===== src/rtl/nssm_pkg.sv =====
// Package: default dimensions shared by the DAC code generator modules.
// Assumes: the code width exceeds the fine width and is narrower than the input.
package nssm_pkg;
    localparam int DEF_IN_W   = 22;  // input sample width
    localparam int DEF_CODE_W = 15;  // requantised sign-magnitude code width
    localparam int DEF_FINE_W = 9;   // binary fine field width
    localparam int DEF_NUM_CH = 4;   // channel count
endpackage


===== src/rtl/nssm_shaper.sv =====
// Module: first-order error-feedback requantiser.
// Adds the stored residue to the sample, keeps the upper bits as a clamped
// CODE_W-bit two's-complement value, and stores the new residue on a strobe.
// Assumes: IN_W > CODE_W; the residue is treated as an unsigned fraction.
module nssm_shaper #(
    parameter int IN_W   = nssm_pkg::DEF_IN_W,
    parameter int CODE_W = nssm_pkg::DEF_CODE_W
) (
    input  logic                     clk,
    input  logic                     rst_n,
    input  logic                     vld,
    input  logic [IN_W-1:0]          x,
    output logic signed [CODE_W-1:0] q
);
    localparam int FRAC_W = IN_W - CODE_W;
    localparam int SUM_W  = IN_W + 1;
    localparam logic signed [CODE_W:0] Q_MAX = $signed({2'b00, {(CODE_W-1){1'b1}}});
    localparam logic signed [CODE_W:0] Q_MIN = $signed({2'b11, {(CODE_W-1){1'b0}}});

    logic [FRAC_W-1:0]        err_q;
    logic [SUM_W-1:0]         sum;
    logic signed [CODE_W:0]   q_wide;

    // Add the sign-extended sample and the zero-extended residue.
    always_comb begin
        sum    = {x[IN_W-1], x} + {{(SUM_W-FRAC_W){1'b0}}, err_q};
        q_wide = $signed(sum[SUM_W-1:FRAC_W]);
    end

    // Clamp the requantised value into the CODE_W-bit range.
    always_comb begin
        if (q_wide > Q_MAX)
            q = Q_MAX[CODE_W-1:0];
        else if (q_wide < Q_MIN)
            q = Q_MIN[CODE_W-1:0];
        else
            q = q_wide[CODE_W-1:0];
    end

    // Store the residue only when a strobe arrives.
    always_ff @(posedge clk) begin
        if (!rst_n)
            err_q <= '0;
        else if (vld)
            err_q <= sum[FRAC_W-1:0];
    end
endmodule


===== src/rtl/nssm_sm_conv.sv =====
// Module: two's-complement to sign-magnitude converter.
// Saturates the most negative code to the largest magnitude, so the magnitude
// always fits in CODE_W-1 bits. Zero always leaves with a positive sign.
// Assumes: CODE_W >= 2.
module nssm_sm_conv #(
    parameter int CODE_W = nssm_pkg::DEF_CODE_W
) (
    input  logic signed [CODE_W-1:0] q,
    output logic                     sgn,
    output logic [CODE_W-2:0]        mag
);
    localparam int MAG_W = CODE_W - 1;
    localparam logic [CODE_W-1:0] MOST_NEG = {1'b1, {MAG_W{1'b0}}};

    logic [CODE_W-1:0] neg;

    // Take the absolute value, with the negative limit saturated.
    always_comb begin
        neg = -q;
        sgn = q[CODE_W-1];
        if (!q[CODE_W-1])
            mag = q[MAG_W-1:0];
        else if (q == MOST_NEG)
            mag = {MAG_W{1'b1}};
        else
            mag = neg[MAG_W-1:0];
    end
endmodule


===== src/rtl/nssm_therm_dec.sv =====
// Module: binary to thermometer decoder for the coarse segment lines.
// Line k is high when the coarse value exceeds k, giving a monotonic fill.
// Assumes: COARSE_W is small (2**COARSE_W-1 output lines).
module nssm_therm_dec #(
    parameter int COARSE_W = 5
) (
    input  logic [COARSE_W-1:0]         coarse,
    output logic [(1<<COARSE_W)-2:0]    therm
);
    localparam int SEG_N = (1 << COARSE_W) - 1;

    // One magnitude comparison per segment line.
    for (genvar k = 0; k < SEG_N; k++) begin : g_line
        assign therm[k] = (coarse > COARSE_W'(k));
    end
endmodule


===== src/rtl/nssm_channel.sv =====
// Module: one channel of the code path: shaper, sign-magnitude conversion,
// field split and output registers that load on a strobe.
// Assumes: CODE_W-1 > FINE_W, so a coarse field exists.
module nssm_channel #(
    parameter int IN_W   = nssm_pkg::DEF_IN_W,
    parameter int CODE_W = nssm_pkg::DEF_CODE_W,
    parameter int FINE_W = nssm_pkg::DEF_FINE_W
) (
    input  logic                                      clk,
    input  logic                                      rst_n,
    input  logic                                      vld,
    input  logic [IN_W-1:0]                           x,
    output logic                                      sgn_o,
    output logic [(1<<(CODE_W-1-FINE_W))-2:0]         therm_o,
    output logic [FINE_W-1:0]                         fine_o
);
    localparam int MAG_W    = CODE_W - 1;
    localparam int COARSE_W = MAG_W - FINE_W;
    localparam int SEG_N    = (1 << COARSE_W) - 1;

    logic signed [CODE_W-1:0] q;
    logic                     sgn;
    logic [MAG_W-1:0]         mag;
    logic [SEG_N-1:0]         therm;

    nssm_shaper #(.IN_W(IN_W), .CODE_W(CODE_W)) u_shaper (
        .clk   (clk),
        .rst_n (rst_n),
        .vld   (vld),
        .x     (x),
        .q     (q)
    );

    nssm_sm_conv #(.CODE_W(CODE_W)) u_conv (
        .q   (q),
        .sgn (sgn),
        .mag (mag)
    );

    nssm_therm_dec #(.COARSE_W(COARSE_W)) u_therm (
        .coarse (mag[MAG_W-1:FINE_W]),
        .therm  (therm)
    );

    // Register the three converter fields on a strobe.
    always_ff @(posedge clk) begin
        if (!rst_n) begin
            sgn_o   <= 1'b0;
            therm_o <= '0;
            fine_o  <= '0;
        end else if (vld) begin
            sgn_o   <= sgn;
            therm_o <= therm;
            fine_o  <= mag[FINE_W-1:0];
        end
    end
endmodule


===== src/rtl/nssm_dac_encoder.sv =====
// Module: multi-channel noise-shaped sign-magnitude DAC code generator (top).
// Splits the packed sample bus into channels, each with its own error state.
// Assumes: one shared strobe marks new samples on every channel.
module nssm_dac_encoder #(
    parameter int NUM_CH = nssm_pkg::DEF_NUM_CH,
    parameter int IN_W   = nssm_pkg::DEF_IN_W,
    parameter int CODE_W = nssm_pkg::DEF_CODE_W,
    parameter int FINE_W = nssm_pkg::DEF_FINE_W,
    localparam int SEG_N = (1 << (CODE_W - 1 - FINE_W)) - 1
) (
    input  logic                     clk,
    input  logic                     rst_n,
    input  logic                     smp_valid,
    input  logic [NUM_CH*IN_W-1:0]   smp_data,
    output logic [NUM_CH-1:0]        dac_sign,
    output logic [NUM_CH*SEG_N-1:0]  dac_therm,
    output logic [NUM_CH*FINE_W-1:0] dac_fine
);
    // One independent code path per channel.
    for (genvar ch = 0; ch < NUM_CH; ch++) begin : g_ch
        nssm_channel #(.IN_W(IN_W), .CODE_W(CODE_W), .FINE_W(FINE_W)) u_chan (
            .clk     (clk),
            .rst_n   (rst_n),
            .vld     (smp_valid),
            .x       (smp_data[ch*IN_W +: IN_W]),
            .sgn_o   (dac_sign[ch]),
            .therm_o (dac_therm[ch*SEG_N +: SEG_N]),
            .fine_o  (dac_fine[ch*FINE_W +: FINE_W])
        );
    end
endmodule


===== config.mk =====
export PLATFORM = sky130hd
export DESIGN_NAME = nssm_dac_encoder
export DESIGN_NICKNAME = d
export VERILOG_FILES = /design/src/rtl/nssm_pkg.sv /design/src/rtl/nssm_shaper.sv /design/src/rtl/nssm_sm_conv.sv /design/src/rtl/nssm_therm_dec.sv /design/src/rtl/nssm_channel.sv /design/src/rtl/nssm_dac_encoder.sv
export SDC_FILE = /design/constraint.sdc
export NUM_CORES = 1
export LEC_CHECK = 0
export BUFFER_PORTS_ARGS = -buffer_cell sky130_fd_sc_hd__clkbuf_2
export CAP_MARGIN = 10
export CORE_MARGIN = 5
export CORE_UTILIZATION = 55
export DETAILED_ROUTE_END_ITERATION = 10
export HOLD_SLACK_MARGIN = 0.06
export PLACE_DENSITY = 0.78
export SLEW_MARGIN = 40
export SYNTH_ARGS = -nofsm -noshare
export SYNTH_HDL_FRONTEND = slang
export SYNTH_HIERARCHICAL = 1
export SYNTH_SLANG_ARGS = --single-unit
export TNS_END_PERCENT = 50

===== constraint.sdc =====
create_clock -name clk -period 10.8 [get_ports clk]
set_input_delay 1.62 -clock clk [delete_from_list [all_inputs] [get_ports clk]]
set_output_delay 1.62 -clock clk [all_outputs]
set_load 0.01 [all_outputs]

==> flow_summary.ini <==
[sta]
skew_ps = 27.7
rsz0062_at_grt = false
hold_viol_final = 0
finalCriticalPeriod_ps = 5760
layout_setup_ws_ps = 5040
finalCritPeriodShare = 0.534
fin_tns_setup_ps = 0
fmax_mhz = 174
relSlewSlack = 0.424
worst_pin_slew_ps = 860
setup_viol = 0
maxSlewViolCount = 0

[grt]
grt_use_total = 0.231
grt.overflow.total = 0
grt_max_degree = 116
antenna_found_initial = 1
grt_pass1_wl_mm = 55.7
first_global_vias = 11200

[die]
die_w_um = 167
initial_core_util = 0.557
die_area_um2 = 27900
rows = 57
io_pins = 255
dieHeight_um = 167
core-area_um2 = 24300

[clock_network]
cts_tree = yes
clock_path_buffers = 2
cts_resized = 0
cts.hold.buffers_added = 0
numCtsBuffers = 17
ctsRootBufferMaster = clkbuf_16
cts_setup_buffers = 0
cts.sinks = 192
clkTransAtPathRegs_ps = 80
worstSkewPairLatency_ps = 440
h-tree-depth = 4

[critical_path]
path_cells = clkbuf_2 > ha_1 > fa_1 > a211oi_1 > o21a_2 > a2111oi_4 > o21ai_4 > nand2_1 > inv_1 > ha_1 > nor4b_2 > and4b_1 > a211oi_1 > a31oi_1 > nor2_1 > a21boi_0 > mux2i_1 > nor2b_1
required_ps = 11160
cp-end-kind = register
reg2reg_from = g_ch[1].u_chan/u_shaper/err_q[0]
r2r_end = g_ch[1].u_chan/therm_o[16]
path_class = in2reg
cp-startpoint = smp_data[22]
r2r_cells = 17
cp_slowest_cell = a31oi_1
arrival_ps = 6130
crit_end = g_ch[1].u_chan/therm_o[16]
critPathMaxFanout = 9
max_stage_delay_ps = 670
r2r_slack_ps = 6000
cp-start-kind = input pin

[finish]
nets = 1860
fin_area_um2 = 15200
fin_cells = 2071
drive_above_1_share = 0.225
area_delta_synth_final_pct = 12.1

[synthesis]
netlist_area_um2 = 13500
synthTopCellsByArea = dfxtp_1 (28%), mux2i_1 (16%), nor2b_1 (9.3%), nand2_1 (3.8%), ha_1 (3.0%)
synth_edf_count = 0
syn_nets = 1671
yosysWarnings = 6
avgSynthCellArea_um2 = 8.77
synth_seq_area_share = 0.284
yosys_register_bits = 192
synthFlopType = dfxtp_1
synth.most_common_cell = mux2i_1
synth_commonest_cells = mux2i_1 (211), nor2b_1 (201), dfxtp_1 (192)
async_reset_ff_frac = 0
yosys.area.top_type = dfxtp_1
yosys.area.top_type_share = 0.284
yosysUniqueCellTypes = 72
syn_inst = 1544

[detailed_routing]
vias_per_cell = 5.63
drc = 0
first_iter_violations = 839
first_pass_iters = 5
postRouteAntennaNets = 0
wl_per_cell_um = 16.0
dr_total_vias = 11700
routed_wl_mm = 33.1

[run]
maxCapViolations = 0

[min_path]
holdCritPathClass = reg2reg
hold_depth = 1

[pwr]
powerDensity_nw_per_um2 = 135
total_power_uw = 2060
vdd_drop_max_uv = 107
leakage_uw = 0.00679

[placed_design]
pre_cts_ws_ps = 4670
place_area_um2 = 14600
dp_cells = 2038
dp_hpwl_mm = 24.4
port_buffers = 254
gp_congestion = 0.930

[status]
status = finished, final reports clean
## critical path, delay by kind of cell
family                     cells  cell delay [ps]
AOI/OAI and AO/OA              7             1970
buffers and inverters          2              180
and+or+nand+nor                5             1350
muxes                          1               90
adders and majority gates      3              900
## layout by cell type, fill, tap and decap left out, drive strengths merged, types with 33 or more instances in the layout
cell | synthesis | routed
clkbuf | 36 | 269
nor3 | 39 | 39
mux2i | 211 | 211
nor2 | 93 | 93
nand3 | 52 | 52
a21oi | 47 | 47
o21ai | 80 | 80
dfxtp | 192 | 192
nand2 | 145 | 145
xor2 | 33 | 33
inv | 36 | 43
xnor2 | 35 | 35
nor2b | 201 | 201
## how the worst min path moves through the flow
stage                                     startpoint                                to  slack, ps
finish              g_ch[2].u_chan/u_shaper/err_q[2]  g_ch[2].u_chan/u_shaper/err_q[2]        490
global placement    g_ch[3].u_chan/u_shaper/err_q[2]  g_ch[3].u_chan/u_shaper/err_q[2]        460
CTS                 g_ch[2].u_chan/u_shaper/err_q[2]  g_ch[2].u_chan/u_shaper/err_q[2]        500
detailed placement  g_ch[2].u_chan/u_shaper/err_q[2]  g_ch[2].u_chan/u_shaper/err_q[2]        480
global route        g_ch[2].u_chan/u_shaper/err_q[2]  g_ch[2].u_chan/u_shaper/err_q[2]        530
floorplan           g_ch[0].u_chan/u_shaper/err_q[2]  g_ch[0].u_chan/u_shaper/err_q[2]        460
## cells by family (layout without fill, tap and decap cells)
family	count (synthesis)	after routing	share of synthesized area
simple gates	615	615	0.254
compound gates	286	286	0.151
mux	217	217	0.162
flops	192	192	0.284
buf+inv	130	332	0.0696
xor+xnor	68	68	0.0440
fa+ha+maj	36	36	0.0355
other cells	0	1	0
## routing by layer
metal	share of wire	global-route usage	vias to the layer above
met1	0.45	0.305	5473
met5	0	0	-
met4	0.019	0.0665	0
met2	0.47	0.382	292
li1	-	-	5845
met3	0.057	0.0517	45
## stage by stage
stage	hold slack [ps]	utilization
floorplan	458	-
global placement	464	0.597
detailed placement	477	0.599
CTS	496	0.624
global route	527	0.625
finish	494	0.625
## sequential cells by signal (all words and copies together) (netlist names)
name                        flops
g_ch.u_chan/therm_o           124
g_ch.u_chan/u_shaper/err_q     28
g_ch.u_chan/fine_o             36
g_ch.u_chan/sgn_o               4
## where the power goes
group / switching (µW) / internal [µW] / total (µW)
clock network: 318 / 332 / 650
registers: 35.6 / 770 / 805
logic: 354 / 246 / 600
## layout make-up
type	instances	area, µm²
antenna	1	2.50
clock inverter	15	173
inverter	36	135
fill	2106	9130
multi-input combinational	1222	8840
sequential	192	3840
timing repair buffer	264	1370
tap	324	405
clock buffer	17	425
(Power assumes the default switching activity.)
